===== src/rtl/gpio_pkg.sv =====
package gpio_pkg;
  localparam int ADDR_W = 6;
  localparam logic [ADDR_W-1:0] OFF_DIR  = 6'h00;
  localparam logic [ADDR_W-1:0] OFF_IN   = 6'h04;
  localparam logic [ADDR_W-1:0] OFF_RAISE = 6'h0C;
  localparam logic [ADDR_W-1:0] OFF_LOWER = 6'h10;
  localparam logic [ADDR_W-1:0] OFF_IEN  = 6'h14;
  localparam logic [ADDR_W-1:0] OFF_MODE = 6'h18;
  localparam logic [ADDR_W-1:0] OFF_POL  = 6'h1C;
  localparam logic [ADDR_W-1:0] OFF_PEND = 6'h20;
  localparam logic [ADDR_W-1:0] OFF_MASK = 6'h24;
endpackage


===== src/rtl/gpio_sync.sv =====
module gpio_sync #(
  parameter int W = 8
) (
  input  logic         clk,
  input  logic         rst_n,
  input  logic [W-1:0] async_in,
  output logic [W-1:0] cur,
  output logic [W-1:0] prev
);
  logic [W-1:0] stage1;

  always_ff @(posedge clk or negedge rst_n) begin
    if (!rst_n) begin
      stage1 <= '0;
      cur    <= '0;
      prev   <= '0;
    end else begin
      stage1 <= async_in;
      cur    <= stage1;
      prev   <= cur;
    end
  end
endmodule


===== src/rtl/gpio_pin_irq.sv =====
module gpio_pin_irq (
  input  logic clk,
  input  logic rst_n,
  input  logic cur,
  input  logic prev,
  input  logic en,
  input  logic level_mode,
  input  logic pol,
  input  logic clr,
  output logic pend
);
  logic active, edge_hit, pend_nx;

  always_comb begin
    active   = (cur == pol);
    edge_hit = (cur != prev) && active;
    if (level_mode) pend_nx = en && active;
    else            pend_nx = (en && edge_hit) || (pend && !clr);
  end

  always_ff @(posedge clk or negedge rst_n) begin
    if (!rst_n) pend <= 1'b0;
    else        pend <= pend_nx;
  end

  // a disabled edge pin cannot gain a pending bit
  a_r7_no_edge_when_off: assert property (@(posedge clk) disable iff (!rst_n)
    (!level_mode && !en && !pend) |=> !pend);
  // a disabled level pin drops its pending bit
  a_r8_level_off_clears: assert property (@(posedge clk) disable iff (!rst_n)
    (level_mode && !en) |=> !pend);
  // an edge pending bit holds until cleared
  a_r6_edge_holds: assert property (@(posedge clk) disable iff (!rst_n)
    (!level_mode && pend && !clr) |=> pend);
endmodule


===== src/rtl/gpio_irq_ctrl.sv =====
module gpio_irq_ctrl
  import gpio_pkg::*;
#(
  parameter int NPINS     = 8,
  parameter bit OE_INVERT = 1'b0
) (
  input  logic              clk,
  input  logic              rst_n,
  input  logic              bus_valid,
  input  logic              bus_write,
  input  logic [ADDR_W-1:0] bus_addr,
  input  logic [31:0]       bus_wdata,
  output logic              rsp_valid,
  output logic [31:0]       rsp_data,
  input  logic [NPINS-1:0]  pin_in,
  output logic [NPINS-1:0]  pin_out,
  output logic [NPINS-1:0]  pin_oe,
  output logic              irq
);
  localparam int PAD = 32 - NPINS;

  logic [NPINS-1:0] dir_q, out_q, ien_q, mode_q, pol_q, mask_q;
  logic [NPINS-1:0] in_cur, in_prev, pend, clr_vec, wd;
  logic             wr, rd;
  logic [31:0]      rd_word;
  wire              unused_hi = &{1'b0, bus_wdata[31:NPINS]};

  assign wr = bus_valid && bus_write;
  assign rd = bus_valid && !bus_write;
  assign wd = bus_wdata[NPINS-1:0];
  assign clr_vec = (wr && bus_addr == OFF_PEND) ? wd : '0;

  gpio_sync #(.W(NPINS)) u_sync (
    .clk(clk), .rst_n(rst_n), .async_in(pin_in), .cur(in_cur), .prev(in_prev)
  );

  for (genvar i = 0; i < NPINS; i++) begin : g_pin
    gpio_pin_irq u_det (
      .clk(clk), .rst_n(rst_n), .cur(in_cur[i]), .prev(in_prev[i]),
      .en(ien_q[i]), .level_mode(mode_q[i]), .pol(pol_q[i]),
      .clr(clr_vec[i]), .pend(pend[i])
    );
  end

  always_ff @(posedge clk or negedge rst_n) begin
    if (!rst_n) begin
      dir_q  <= '0;
      out_q  <= '0;
      ien_q  <= '0;
      mode_q <= '0;
      pol_q  <= '0;
      mask_q <= '0;
    end else if (wr) begin
      case (bus_addr)
        OFF_DIR:   dir_q  <= wd;
        OFF_RAISE: out_q  <= out_q | wd;
        OFF_LOWER: out_q  <= out_q & ~wd;
        OFF_IEN:   ien_q  <= wd;
        OFF_MODE:  mode_q <= wd;
        OFF_POL:   pol_q  <= wd;
        OFF_MASK:  mask_q <= wd;
        default: ;
      endcase
    end
  end

  always_comb begin
    logic [NPINS-1:0] sel;
    case (bus_addr)
      OFF_DIR:   sel = dir_q;
      OFF_IN:    sel = in_cur;
      OFF_RAISE: sel = out_q;
      OFF_LOWER: sel = out_q;
      OFF_IEN:   sel = ien_q;
      OFF_MODE:  sel = mode_q;
      OFF_POL:   sel = pol_q;
      OFF_PEND:  sel = pend;
      OFF_MASK:  sel = mask_q;
      default:   sel = '0;
    endcase
    rd_word = {{PAD{1'b0}}, sel};
  end

  always_ff @(posedge clk or negedge rst_n) begin
    if (!rst_n) begin
      rsp_valid <= 1'b0;
      rsp_data  <= '0;
    end else begin
      rsp_valid <= rd;
      if (rd) rsp_data <= rd_word;
    end
  end

  assign pin_out = out_q;
  if (OE_INVERT) begin : g_oe_inv
    assign pin_oe = ~dir_q;
  end else begin : g_oe_norm
    assign pin_oe = dir_q;
  end
  assign irq = |(pend & ien_q & mask_q);

  // bits written to the raise register are high afterwards
  a_r4_raise_sets: assert property (@(posedge clk) disable iff (!rst_n)
    (wr && bus_addr == OFF_RAISE) |=> ((pin_out & $past(wd)) == $past(wd)));
  // bits written to the lower register are low afterwards
  a_r4_lower_clears: assert property (@(posedge clk) disable iff (!rst_n)
    (wr && bus_addr == OFF_LOWER) |=> ((pin_out & $past(wd)) == '0));
  // the combined request needs an enabled and unmasked pin
  a_r9_irq_gated: assert property (@(posedge clk) disable iff (!rst_n)
    irq |-> (|(ien_q & mask_q)));
  // exactly one response per read request
  a_r10_rsp_follows_read: assert property (@(posedge clk) disable iff (!rst_n)
    rd |=> rsp_valid);
  a_r10_no_stray_rsp: assert property (@(posedge clk) disable iff (!rst_n)
    !rd |=> !rsp_valid);
endmodule


===== config.mk =====
export PLATFORM = sky130hd
export DESIGN_NAME = gpio_irq_ctrl
export DESIGN_NICKNAME = d
export VERILOG_FILES = /design/src/rtl/gpio_pkg.sv /design/src/rtl/gpio_sync.sv /design/src/rtl/gpio_pin_irq.sv /design/src/rtl/gpio_irq_ctrl.sv
export SDC_FILE = /design/constraint.sdc
export NUM_CORES = 1
export LEC_CHECK = 0
export BUFFER_PORTS_ARGS = -buffer_cell sky130_fd_sc_hd__buf_2
export CAP_MARGIN = 20
export CORE_MARGIN = 2
export CORE_UTILIZATION = 45
export DETAILED_ROUTE_END_ITERATION = 16
export GPL_ROUTABILITY_DRIVEN = 0
export HOLD_SLACK_MARGIN = 0.1
export PLACE_DENSITY = 0.69
export SYNTH_ARGS = -nofsm -noshare
export SYNTH_HDL_FRONTEND = slang
export SYNTH_SLANG_ARGS = --single-unit

===== constraint.sdc =====
create_clock -name clk -period 1.7 [get_ports clk]
set_clock_uncertainty 0.2 [all_clocks]
set_input_delay 0.255 -clock clk [delete_from_list [all_inputs] [get_ports clk]]
set_output_delay 0.255 -clock clk [all_outputs]
set_load 0.1 [all_outputs]

### Word level (Yosys, flattened, before mapping)

Cells that the tools add are included.

* bitwise gates (word level): 5
* reduce and logical (&&, ||, !) cells: 62
* mux-type cells: 11
* eq/ne operators: 24

Operators with widths (number)
* case mux 8 bit (8 select lines): 1
* logical AND 1 bit: 35
* bitwise AND 8 bit: 3
* equality test 6 x 5 -> 1 bit, second input constant: 4
* case mux 8 bit (2 select lines): 1
* equality test 6 bit, second input constant: 2
* AND reduction 2 bit: 6
* zero test 1 bit: 9
* equality test 1 bit: 8
* logical OR 1 bit: 8
* 2-to-1 mux 1 bit: 8
* 2-to-1 mux 8 bit: 1
* != test 1 bit: 8
* inverter 8 bit: 1
* bitwise OR 8 bit: 1
* OR reduction 8 bit: 1
* equality test 6 x 3 -> 1 bit, second input constant: 1
* equality test 6 x 4 -> 1 bit, second input constant: 1
* zero test 6 bit: 1
* nonzero test 2 bit: 1
* OR reduction 2 bit: 1

* logic and storage cells: 121
* register bits: 89
* input bits: 50

### Longest topological paths before layout

* depth after elaboration: 7
* depth in mapped cells: 7
* gate-level depth less buffers: 4

### Cells and area by module

A second synthesis with hierarchy kept.

* cell total of the unflattened synthesis: 341
* area total of the unflattened synthesis: 4209.0 sq um

Modules (own cells, without submodules)
* gpio_irq_ctrl: area an instance 3118.0 sq um, cells an instance 261, times used 1
* gpio_sync: area an instance 600.6 sq um, cells an instance 24, times used 1
* gpio_pin_irq: area an instance 61.3 sq um, cells an instance 7, times used 8

### Least setup slack after synthesis

Ideal clock, no wire load.

* path kind: flip-flop to output port
* start: register ien_q[2]
* end: output port irq
* data arrival time: 1.646 ns
* data required time: 1.245 ns
* setup slack: -0.401 ns
* stages on the path, launching flop included: 4
* buffers on the path: 0
* path through: dfrtp_1 and3_1 a311oi_1 nand4_1

* word-level cells in the longest chain between the ends: 3

Ends and longest elaborated chain
* from (decl): line gpio_irq_ctrl.sv:22 `logic [NPINS-1:0] dir_q, out_q, ien_q, mode_q, pol_q, mask_q;`
* from (signal assigned): line gpio_irq_ctrl.sv:58 `OFF_IEN: ien_q <= wd;`
* bitwise AND 8 bit (2 in series): line gpio_irq_ctrl.sv:100 `assign irq = |(pend & ien_q & mask_q);`
* OR reduction 8 bit: line gpio_irq_ctrl.sv:100
* to (decl): line gpio_irq_ctrl.sv:18 `output logic irq`

No other way between the ends.

### Worst setup path after layout

Ends and elaborated chain as after synthesis.

==> flow_summary_export.csv <==
group,metric,value,unit
synth,synth.distinct_cells,43,
sta,min_period_over_period,1.238,
synth,synth-compound-area-share,0.1280,
worst_setup_path,critical_path_buf_inv_count,1,
run,maxCapViolations,0,
worst_setup_path,crit_family,"simple AND/OR/NAND/NOR gates",
cells_and_area,fin_nets,538,
floorplan,die_w,102.2,um
synth,synth_xor_area_frac,0,
synth,yosys.area.top_type,"dfrtp_1",
clock_tree,cts_tree,"done",
synth,async_flop_share,1.000,
sta,worst_hold_slack,0.1455,ns
synth,synthMuxAreaShare,0.1453,
drt,drtIter0Drc,232,
synth,ys_warn_count,0,
status,status,"finished, violations left",
global_routing,grt_pass1_vias,3439,
floorplan,num_rows,35,
clock_tree,cts_buffers,9,
power,internal-power,3425,uW
worst_setup_path,slowest_delay,0.40,ns
global_routing,antenna_found_initial,0,
worst_setup_path,path_cells,"and3_1, a311oi_2, nand4_1, buf_6",
synth,syn_area,4340,sq um
synth,synth_top_area_frac,0.5131,
clock_tree,cts_buffer_depth,2,
cells_and_area,nFillCells,788,
synth,yosys.area_share.simple,0.1312,
clock_tree,cts_setup_buffers,0,
floorplan,core,9284,sq um
cells_and_area,stdcell_area,5592,sq um
synth,synth_edf_count,0,
drt,drc,0,
drt,wl_per_cell,18.02,um
sta,finalSetupViolCount,9,
drt,ant_nets,0,
worst_setup_path,critPathKind,"reg -> out",
power,comb_power_share,0.274,
global_routing,grt.total_usage,0.2330,
cells_and_area,layout_commonest_cell,"dfrtp_1",
clock_tree,clock-root-buffer,"clkbuf_8",
synth,netlist_top_cells_area,"dfrtp_1 51%, mux2_2 6.2%, mux2i_1 5.5%, buf_4 4.3%, nor3_1 3.7%",
clock_tree,clk_pin_slew,0.09,ns
placement,place.detailed.hpwl,7444,um
global_routing,overflow,0,
placement,placed_area,5170,sq um
floorplan,dieArea,10450,sq um
power,powerDensity,949.6,nW/um^2
synth,ys_seq_area_frac,0.5131,
worst_setup_path,crit_arrival,1.65,ns
drt,first_pass_iters,5,
worst_setup_path,end_kind,"output pin",
sta,fmax,0.4752,GHz
synth,synth_cells,374,
cells_and_area,antenna_cells,0,
synth,synth-adder-area-share,0,
sta,rsz0062_at_grt,"true",
sta,setup_tns,-0.5199,ns
cells_and_area,mostFrequentLayoutCells,"81 x dfrtp_1, 47 x buf_2, 41 x buf_4",
sta,post-route-min-period,2.104,ns
synth,ys_ff_latch,89,
worst_setup_path,critPathSlowestCell,"dfrtp_1",
power,power_leakage,0.002679,uW
floorplan,num_io_pins,100,
power,finalPower,5310,uW
worst_setup_path,required,1.24,ns
synth,synth_top_family_by_area,"multiplexers",
cells_and_area,area_growth,28.83,%
clock_tree,clock_latency,0.34,ns
status,failed_checks,"setup timing",
power,share_seq_of_total_power,0.467,
power,peakVddDrop,498.7,uV
drt,viasPerCell,5.462,
floorplan,die_h,102.2,um
global_routing,grt_first_pass_wirelength,18160,um
clock_tree,htree_num_levels,3,
global_routing,grt_max_degree,41,
synth,synth_flop_cell,"dfrtp_1",
clock_tree,cts.sinks,89,
drt,num_vias,3392,
power,swShare,0.3550,
power,p_switching,1885,uW
floorplan,initial_utilization,0.4675,
worst_setup_path,startpoint_type,"flip-flop",
drt,routed_wl,11190,um
sta,hold_viol_final,0,
power,p_clk_frac,0.259,
sta,setup_ws,-0.4044,ns
sta,drv_slew,0,
worst_setup_path,path_max_fanout,2,
synth,avgSynthCellArea,11.61,sq um
min_path,hp-class,"in -> async",
placement,portBuffers,51,
cells_and_area,drive_above_1_share,0.3801,
==> cell usage after synthesis, drive strengths merged (3+ instances only) <==
cell,instances
a21o,8
nand2b,10
dfrtp,89
nand2,19
clkbuf,3
o31ai,8
a32o,8
o31a,8
mux2,32
nand3,12
a221o,8
inv,17
a31oi,9
nor2,8
nor3,35
buf,38
o21ai,8
a21oi,9
mux2i,24
==> timing repair <==
item	CTS	global route
setup endpoints to repair	16	32
pin swaps	0	2
resized for setup	8	10
endpoints found under the hold margin	141	0
hold buffers	17	0
==> worst paths after layout <==
path | from | endpoint | depth (start not counted) | slack, ns
worst max-delay path | ien_q[2]$_DFFE_PN0P_ | irq | 4 | -0.40
worst min-delay path | rst_n | u_sync.stage1[5]$_DFF_PN0_ | 2 | 0.15
worst max register to register | mask_q[3]$_DFFE_PN0P_ | rsp_data[3]$_DFFE_PN0P_ | 5 | 0.09
worst min register to register | u_sync.stage1[6]$_DFF_PN0_ | u_sync.cur[6]$_DFF_PN0_ | 0 | 0.15
max in group asynchronous | rst_n | pin_oe[2]$_DFFE_PN0P_ | 3 | 0.61
min in group clk | u_sync.stage1[6]$_DFF_PN0_ | u_sync.cur[6]$_DFF_PN0_ | 0 | 0.15
==> per-layer routing <==
layer | vias up | track usage | part of all wire
li1 | 1534 | - | -
met4 | 0 | 0.08615 | 0.021
met5 | - | 0 | 0
met2 | 158 | 0.3725 | 0.48
met3 | 17 | 0.04309 | 0.081
met1 | 1683 | 0.3194 | 0.42
==> kinds of logic after synthesis <==
kind of cell	Yosys count
DFF	89
buffers and inverters	60
and+or+nand+nor	98
other	1
AOI/OAI and AO/OA	70
muxes	56
==> power by group through the flow <==
stage / Combinational, uW / Clock [uW] / Sequential (uW)
2_1_floorplan: 739 / 0 / 2810
3_3_place_gp: 1370 / 0 / 2500
3_5_place_dp: 1390 / 0 / 2510
4_1_cts: 1440 / 1400 / 2470
5_1_grt: 1530 / 1490 / 2500
6_report: 1460 / 1380 / 2480
==> per-stage QoR <==
stage / cells / setup WS [ns] / util
final: 621 / -0.4044 / 0.6023
after global routing: 621 / -0.4400 / 0.6023
after CTS: 621 / -0.3835 / 0.5980
after detailed placement: 589 / -0.4059 / 0.5569
after global placement: 589 / -0.3808 / 0.5569
after floorplan: 397 / -0.4006 / -
==> state kept, by name (all words and copies together) (netlist names), named ones only <==
register	cells
g_pin.u_det.pend	8
ien_q	8
mask_q	8
mode_q	8
pin_oe	8
pol_q	8
rsp_data	8
rsp_valid	1
u_sync.cur	8
u_sync.prev	8
u_sync.stage1	8
==> layout make-up <==
class,instances,area [sq um],area share
sequential,89,2237,0.4001
timing repair buffer,121,967.2,0.1730
inverter,19,71.32,0.01275
multi-input combinational,248,1978,0.3538
clock inverter,4,45.04,0.008055
tap,129,161.4,0.02887
clock buffer,11,131.4,0.02350
No activity file was read; power rests on OpenSTA's default activity.
